## src/rtl/irq_map_pkg.sv

```systemverilog
package irq_map_pkg;

  localparam int DATA_W    = 32;
  localparam int NUM_LINES = 13;
  localparam int EVT_LSB   = 19;
  localparam logic [DATA_W-1:0] EVT_VALID = {{NUM_LINES{1'b1}}, {EVT_LSB{1'b0}}};
  localparam int GRACEFUL_BIT = 28;

  // Strobes from control to datapath
  typedef struct packed {
    logic evtClrWr;
    logic maskWr;
    logic txCtlWr;
    logic gracefulReq;
  } regStrobe_t;

  // Event bit watched by each interrupt line
  function automatic int lineBit(input int line);
    case (line)
      0:       return 27;
      1:       return 26;
      2:       return 19;
      3:       return 20;
      4:       return 25;
      5:       return 24;
      6:       return 23;
      7:       return 21;
      8:       return 31;
      9:       return 28;
      10:      return 22;
      11:      return 29;
      default: return 30;
    endcase
  endfunction

endpackage

```

## src/rtl/irq_reg_ctrl.sv

```systemverilog
module irq_reg_ctrl
  import irq_map_pkg::*;
#(
  parameter int ADDR_W = 2
) (
  input  logic              regWrEn,
  input  logic [ADDR_W-1:0] regAddr,
  input  logic              wrBit0,
  output regStrobe_t        strobe
);

  localparam logic [ADDR_W-1:0] ADDR_EVENT = ADDR_W'(0);
  localparam logic [ADDR_W-1:0] ADDR_MASK  = ADDR_W'(1);
  localparam logic [ADDR_W-1:0] ADDR_TXCTL = ADDR_W'(2);

  always_comb begin
    strobe = '0;
    if (regWrEn) begin
      strobe.evtClrWr    = (regAddr == ADDR_EVENT);
      strobe.maskWr      = (regAddr == ADDR_MASK);
      strobe.txCtlWr     = (regAddr == ADDR_TXCTL);
      strobe.gracefulReq = (regAddr == ADDR_TXCTL) && wrBit0;
    end
  end

endmodule

```

## src/rtl/irq_reg_datapath.sv

```systemverilog
module irq_reg_datapath
  import irq_map_pkg::*;
#(
  parameter int ADDR_W = 2
) (
  input  logic              clk,
  input  logic              rstN,
  input  regStrobe_t        strobe,
  input  logic [DATA_W-1:0] wrData,
  input  logic [DATA_W-1:0] eventSet,
  input  logic [ADDR_W-1:0] rdAddr,
  output logic [DATA_W-1:0] rdData,
  output logic [DATA_W-1:0] eventQ,
  output logic [DATA_W-1:0] maskQ,
  output logic [NUM_LINES-1:0] irqLines
);

  logic [DATA_W-1:0] txCtlQ;
  logic [DATA_W-1:0] setVec;
  logic [DATA_W-1:0] clrVec;
  logic [DATA_W-1:0] eventNext;

  always_comb begin
    setVec = eventSet;
    if (strobe.gracefulReq) setVec[GRACEFUL_BIT] = 1'b1;
    clrVec    = strobe.evtClrWr ? wrData : '0;
    eventNext = ((eventQ & ~clrVec) | setVec) & EVT_VALID;
  end

  always_ff @(posedge clk or negedge rstN) begin
    if (!rstN) begin
      eventQ <= '0;
      maskQ  <= '0;
      txCtlQ <= '0;
    end else begin
      eventQ <= eventNext;
      if (strobe.maskWr)  maskQ  <= wrData;
      if (strobe.txCtlWr) txCtlQ <= wrData;
    end
  end

  generate
    for (genvar k = 0; k < NUM_LINES; k++) begin : gLine
      localparam int BIT = lineBit(k);
      always_ff @(posedge clk or negedge rstN) begin
        if (!rstN) irqLines[k] <= 1'b0;
        else       irqLines[k] <= eventQ[BIT] & maskQ[BIT];
      end
    end
  endgenerate

  always_comb begin
    case (rdAddr)
      ADDR_W'(0): rdData = eventQ;
      ADDR_W'(1): rdData = maskQ;
      ADDR_W'(2): rdData = txCtlQ;
      default:    rdData = '0;
    endcase
  end

endmodule

```

## src/rtl/irq_line_mapper.sv

```systemverilog
module irq_line_mapper
  import irq_map_pkg::*;
#(
  parameter int ADDR_W = 2
) (
  input  logic              clk,
  input  logic              rstN,
  input  logic              regWrEn,
  input  logic [ADDR_W-1:0] regAddr,
  input  logic [31:0]       regWrData,
  output logic [31:0]       regRdData,
  input  logic [31:0]       eventSet,
  output logic [12:0]       irqLines
);

  regStrobe_t        strobe;
  logic [DATA_W-1:0] eventQ;
  logic [DATA_W-1:0] maskQ;

  irq_reg_ctrl #(.ADDR_W(ADDR_W)) uCtrl (
    .regWrEn (regWrEn),
    .regAddr (regAddr),
    .wrBit0  (regWrData[0]),
    .strobe  (strobe)
  );

  irq_reg_datapath #(.ADDR_W(ADDR_W)) uData (
    .clk      (clk),
    .rstN     (rstN),
    .strobe   (strobe),
    .wrData   (regWrData),
    .eventSet (eventSet),
    .rdAddr   (regAddr),
    .rdData   (regRdData),
    .eventQ   (eventQ),
    .maskQ    (maskQ),
    .irqLines (irqLines)
  );

endmodule

```

## config.mk

```make
export PLATFORM = sky130hd
export DESIGN_NAME = irq_line_mapper
export DESIGN_NICKNAME = d
export VERILOG_FILES = /design/src/rtl/irq_map_pkg.sv /design/src/rtl/irq_reg_ctrl.sv /design/src/rtl/irq_reg_datapath.sv /design/src/rtl/irq_line_mapper.sv
export SDC_FILE = /design/constraint.sdc
export NUM_CORES = 1
export LEC_CHECK = 0
export ABC_AREA = 0
export BUFFER_PORTS_ARGS = -buffer_cell sky130_fd_sc_hd__buf_2
export CORE_MARGIN = 2
export CORE_UTILIZATION = 35
export DETAILED_ROUTE_END_ITERATION = 8
export GPL_TIMING_DRIVEN = 0
export RECOVER_POWER = 100
export SYNTH_ARGS = -nofsm -noshare
export SYNTH_HDL_FRONTEND = slang
export SYNTH_SLANG_ARGS = --single-unit
```

## constraint.sdc

```tcl
create_clock -name clk -period 2.1 [get_ports clk]
set_input_delay 0.525 -clock clk [delete_from_list [all_inputs] [get_ports clk]]
set_output_delay 0.525 -clock clk [all_outputs]
set_load 0.1 [all_outputs]
```

==> metrics, run 1 <==
design area=5500 um2; Placed Area=5080 um2; vias after detailed routing=2,559; GR peak layer=met2; nets=452; maximum VDD drop=0.866 mV; Congestion Overflow GR=0; Adder-Cell Fraction of Synth Area=0%; maximum clock frequency=0.486 GHz; critical path arrival=1530 ps; hold endpoint=uData.eventQ[21]; Max-slew headroom=12.0%; post-synthesis compound-gate area fraction=9.18%; Max-cap violations=0; H-tree level count=3; root buffer cell=clkbuf_16; area delta synth->final=35.0%; synthesized area=4080 um2; Fin. Hold Viols=0; Static Leak=approximately 0.0025 uW; clk buf depth=2; drc violations=0; crit path kind=input pin to primary output; final slew viol count=0; cts bufs inserted=9; CP Capture Type=primary output; Worst-path clk slew=60 ps; worst slew pin tran=1320 ps; Die Y=around 110 um; pin count of the biggest net entering global routing=68; Req. time, crit path=about 1600 ps; DR WL/cell=18.0 um; worst r2r src=uData.txCtlQ[25]; critical path's largest stage delay=260 ps; share of cells above drive strength 1=between 40% and 50%; later-pin clock latency in the skew report=340 ps; r2r endpoint=uData.txCtlQ[25]; first-pass GRT wire length=15,600 um; sequential area share after synthesis=55.2%; met2 GRT Util=26.2%; Core Area=11,400 um2; worst hold path depth=2; Chip Width=112 um; post-synthesis simple-gate area fraction=approximately 5%; hold path startpoint=regWrData[21]; Synth Area in XOR/XNOR=0%; met1 Usage GRT=20.4%; Total Routing Usage GR=16.3%; initial core utilization=35.9%; period utilisation layout=98.0%; CP Launch Type=input pin; crit-path cells=buf_6 -> nor2b_4 -> buf_6 -> buf_4 -> a22o_4 -> buf_6; CP dominant cell by count=buf_6; std cell rows=39; CP max-delay cell=a22o_4; met3 Use GR=about 6.8%; final setup TNS=0 ps; Final Wtd Congestion=0.698; antenna violations before repair=0; min cycle time layout=about 2100 ps; pwr/cell area=1070 nW/um2; min-delay worst type=input pin to register; RSZ-0062 raised after global routing=false; Syn Inst Count=273; Ys Warns=0; main combinational cell family by area after synthesis=multiplexers; Synth cell types=19; utilization after layout=48.4%; DP HPWL=6280 um; mean post-synth cell area=approximately 15 um2; status=finished, final reports clean; syn nets=342; die area=12,500 um2; initial DRC count=147; R2R cell count=1; worst-path fanout max=10; Clock Skews=4.40 ps; vias in the first global route=2,859; CTS hold repair buffers=0; worst reg2reg setup slack=1260 ps; clock tree from TritonCTS=yes; I/O pin count=114; ANT nets after route=0; DR pass1 iterations=4; drt total wl=9570 um; setup violators final=0; Synth Register Bits=90; Via density=4.82; mux cell area share after synthesis=26.0%; ant diodes=0; I/O Buffers=92; hold_ws=379 ps; Sink Count=90
[where the power goes]
| group | total, uW | switching, uW | internal [uW] |
|---|---|---|---|
| Sequential | 2220 | 196 | 2030 |
| Clock | 1740 | 663 | 1080 |
| Combinational | 1930 | 1320 | 615 |
| Total | 5900 | 2180 | 3720 |
[cell usage after synthesis, drive strengths merged]
cell type / n / area, um2
dfrtp: 90 / 2250
nand4bb: 1 / 11.3
buf: 16 / 131
o2bb2ai: 13 / 114
and2: 14 / 87.6
clkbuf: 1 / 3.75
mux2i: 13 / 130
nor2: 12 / 45.0
inv: 12 / 45.0
a22o: 20 / 175
nor2b: 2 / 12.5
a31oi: 12 / 75.1
nand3b: 2 / 40.0
mux2: 63 / 931
a221o: 1 / 10.0
nor3b: 1 / 12.5
[worst max-delay path by stage]
stage | from | to
detailed placement | regAddr[1] | regRdData[29]
CTS | regAddr[1] | regRdData[6]
floorplan | regAddr[1] | regRdData[6]
finish | regAddr[1] | regRdData[10]
global route | regAddr[1] | regRdData[10]
global placement | regAddr[1] | regRdData[27]
[layout by cell type, fill, tap and decap left out, drive strengths merged]
| cell type | instances |
|---|---|
| a22o | 20 |
| and2 | 14 |
| buf | 92 |
| o2bb2ai | 13 |
| a31oi | 12 |
| mux2 | 63 |
| a221o | 1 |
| inv | 12 |
| mux2i | 13 |
| nand3b | 2 |
| nor2b | 2 |
| clkbuf | 38 |
| bufinv | 2 |
| nor3b | 1 |
| nor2 | 12 |
| nand4bb | 1 |
| dfrtp | 90 |
[cells by family (layout without fill, tap and decap cells)]
group,count (synthesis),after routing
flops,90,90
mux,76,76
compound gates,46,46
simple gates,32,32
buf+inv,29,144
[metrics by stage]
stage / total power (uW) / setup WS, ps / instances
5_1_grt: 6120 / 5.66 / 531
3_5_place_dp: 4190 / -603 / 509
4_1_cts: 6160 / -12.2 / 526
2_1_floorplan: 3850 / -144 / 273
3_3_place_gp: 4150 / -593 / 508
6_report: 5900 / 42.5 / 531
[repair_timing]
action	CTS	global route
endpoints found under the hold margin	0	0
buffers inserted	0	3
gates resized for setup	109	11
endpoints found under the setup margin	32	29
cloned	1	2
[registers in the layout (all words and copies together) (netlist names)]
register        cells
uData.eventQ       13
uData.irqLines     13
uData.maskQ        32
uData.txCtlQ       32
[layer usage]
layer	share of wire (%)	vias to the layer above
met2	48	75
li1	-	1203
met4	1.0	0
met1	44	1272
met3	6.8	9
met5	0	-
[critical path, delay by kind of cell]
kind | cells | cell delay (ps)
AOI/OAI and AO/OA | 1 | 260
buffers and inverters | 4 | 610
and+or+nand+nor | 1 | 130
[cell type report]
class / instances / area [um2]
buffer: 17 / 154
clock buffer: 14 / 254
clock inverter: 2 / 60.1
fill: 1030 / 5870
inverter: 12 / 45.0
multi-input combinational: 154 / 1750
sequential: 90 / 2250
tap: 143 / 179
timing repair buffer: 99 / 811
No activity file was read; power rests on OpenSTA's default activity.
==> run 2: changes to the inputs <==
Clock period 2.1 ns to 2.4 ns, I/O delays scaled along.
==> run 2 against run 1 <==
  * Combinational power down 19%
  * Clock power down 29%
  * Final cell count down 1.9%
  * Critical path depth unchanged
  * Design area down 7.3%
==> metrics, run 2 (synthesized netlist as in run 1, its figures left out) <==
status=finished, final reports clean; CP Capture Type=primary output; first-pass GRT wire length=14,800 um (-5.1%); CTS hold repair buffers=0 (unchanged); min cycle time layout=2370 ps; worst slew pin tran=1190 ps (-129 ps); Max-cap violations=0 (unchanged); antenna violations before repair=0 (unchanged); area delta synth->final=25.1%; die area=12,500 um2 (unchanged); final total power=4730 uW (-20%); critical path's largest stage delay=290 ps (+30 ps); pin count of the biggest net entering global routing=50 (-26%); min-delay worst type=input pin to async pin; Seq. cell area=2250 um2 (unchanged); Core Area=11,400 um2 (unchanged); std cell rows=39 (unchanged); setup violators final=0 (unchanged); CP max-delay cell=a22o_2; DP HPWL=6270 um (-0.13%); root buffer cell=clkbuf_16; Congestion Overflow GR=0 (unchanged); maximum clock frequency=0.423 GHz; CP dominant cell by count=buf_4; H-tree level count=3 (unchanged); Worst-path clk slew=60 ps (about the same); ant diodes=0 (unchanged); nets=446 (-1.3%); clk buf depth=2 (unchanged); I/O Buffers=92 (unchanged); Die Y=112 um (unchanged); Sink Count=90 (unchanged); drt total wl=9020 um (-5.8%); RSZ-0062 raised after global routing=true; setup ws final=33.9 ps (-8.56 ps); vias in the first global route=2,707 (-5.3%); Clock Skews=2.13 ps (-2.28 ps); later-pin clock latency in the skew report=340 ps (about the same); area occupied by multi-input gates=1620 um2 (-7.2%); maximum VDD drop=0.474 mV (-45%); initial core utilization=35.9% (unchanged); Final Wtd Congestion=0.697 (-0.24%); vias after detailed routing=2,534 (-0.98%); cts bufs inserted=9 (unchanged); commonest non-fill, non-tap cell in the layout=dfrtp_1; most frequent cells in the layout=90 x dfrtp_1, 53 x mux2_1, 46 x buf_2; Fin. Hold Viols=0 (unchanged); final slew viol count=0 (unchanged); Cell Count Post-Placement=509 (unchanged); share of cells above drive strength 1=37.6% (-5.5 points); critical path arrival=1770 ps (+240 ps); Buf/Inv on CP=4 (unchanged); initial DRC count=64 (-56%); Max-slew headroom=21.0% (+9.0 points); Crit path max-delay family=buffers and inverters; worst reg2reg setup slack=1570 ps (+310 ps); Top Registers=uData.maskQ: 32 flops, uData.txCtlQ: 32 flops; DR WL/cell=17.3 um (-4.0%); crit-path cells=buf_4 -> nor2b_1 -> clkbuf_4 -> buf_4 -> a22o_2 -> buf_8; Post-CTS Repair Setup Buffers=0 (unchanged); period utilisation layout=98.6%; Via density=4.86 (+0.92%); Req. time, crit path=1800 ps (+230 ps); DR pass1 iterations=4 (unchanged); Place WS=-444 ps (+159 ps); I/O pin count=114 (unchanged); utilization after layout=44.8% (-3.5 points); Fillers=1,101 (+6.9%); Total Routing Usage GR=15.3% (-0.98 points); drc violations=0 (unchanged); Chip Width=112 um (unchanged); crit path kind=input pin to primary output; ANT nets after route=0 (unchanged); Non-Filler Instances=521 (-1.9%); pwr/cell area=928 nW/um2 (-13%); Static Leak=0.00230 uW (-8.3%); clock tree from TritonCTS=yes; CP Launch Type=input pin; worst-path fanout max=10 (unchanged)
-- run 2: final timing paths --
kind | end | cells past startpoint | start
setup / recovery | regRdData[1] | 6 | regAddr[1]
min in group clk | uData.eventQ[28] | 2 | eventSet[28]
max in group asynchronous | uData.maskQ[6] | 2 | rstN
hold reg to reg | uData.maskQ[1] | 1 | uData.maskQ[1]
setup reg to reg | uData.txCtlQ[25] | 1 | uData.txCtlQ[25]
hold / removal | uData.irqLines[4] | 1 | rstN
-- run 2: final cells by class --
class	count	area share, %
plain buffers	17	2.23
clock buffers	11	4.76
clock inverters	1	0.0982
inverters	12	0.883
multi-input cells	154	31.8
flip-flops and latches	90	44.2
well taps	143	3.51
repair buffers	93	12.5
-- run 2: where the power goes --
| group | total [uW] | internal, uW | switching (uW) |
|---|---|---|---|
| Combinational | 1570 | 437 | 1140 |
| Sequential | 1920 | 1770 | 149 |
| Clock | 1240 | 705 | 532 |
-- run 2: routing by layer --
| metal | routed length [um] | up-vias | GRT usage (%) |
|---|---|---|---|
| met2 | 4060 | 72 | 22.7 |
| met1 | 4190 | 1264 | 20.9 |
| li1 | - | 1187 | - |
| met4 | 126 | 0 | 5.43 |
| met3 | 646 | 11 | 5.17 |
| met5 | 0 | - | 0 |
-- run 2: metrics by stage --
step           hold slack, ps  area [um2]  setup TNS, ps
6_report                  437        5100              0
5_1_grt                   446        5100          -5.75
3_5_place_dp              485        4960          -7840
2_1_floorplan             304        4290           -195
3_3_place_gp              486        4930         -18650
4_1_cts                   272        5390              0
-- run 2: timing repair --
action                                  in CTS  in global routing
pin swaps                                    0                  0
gates resized for setup                     60                  8
endpoints found under the setup margin      29                 25
hold endpoints to repair                     0                  0
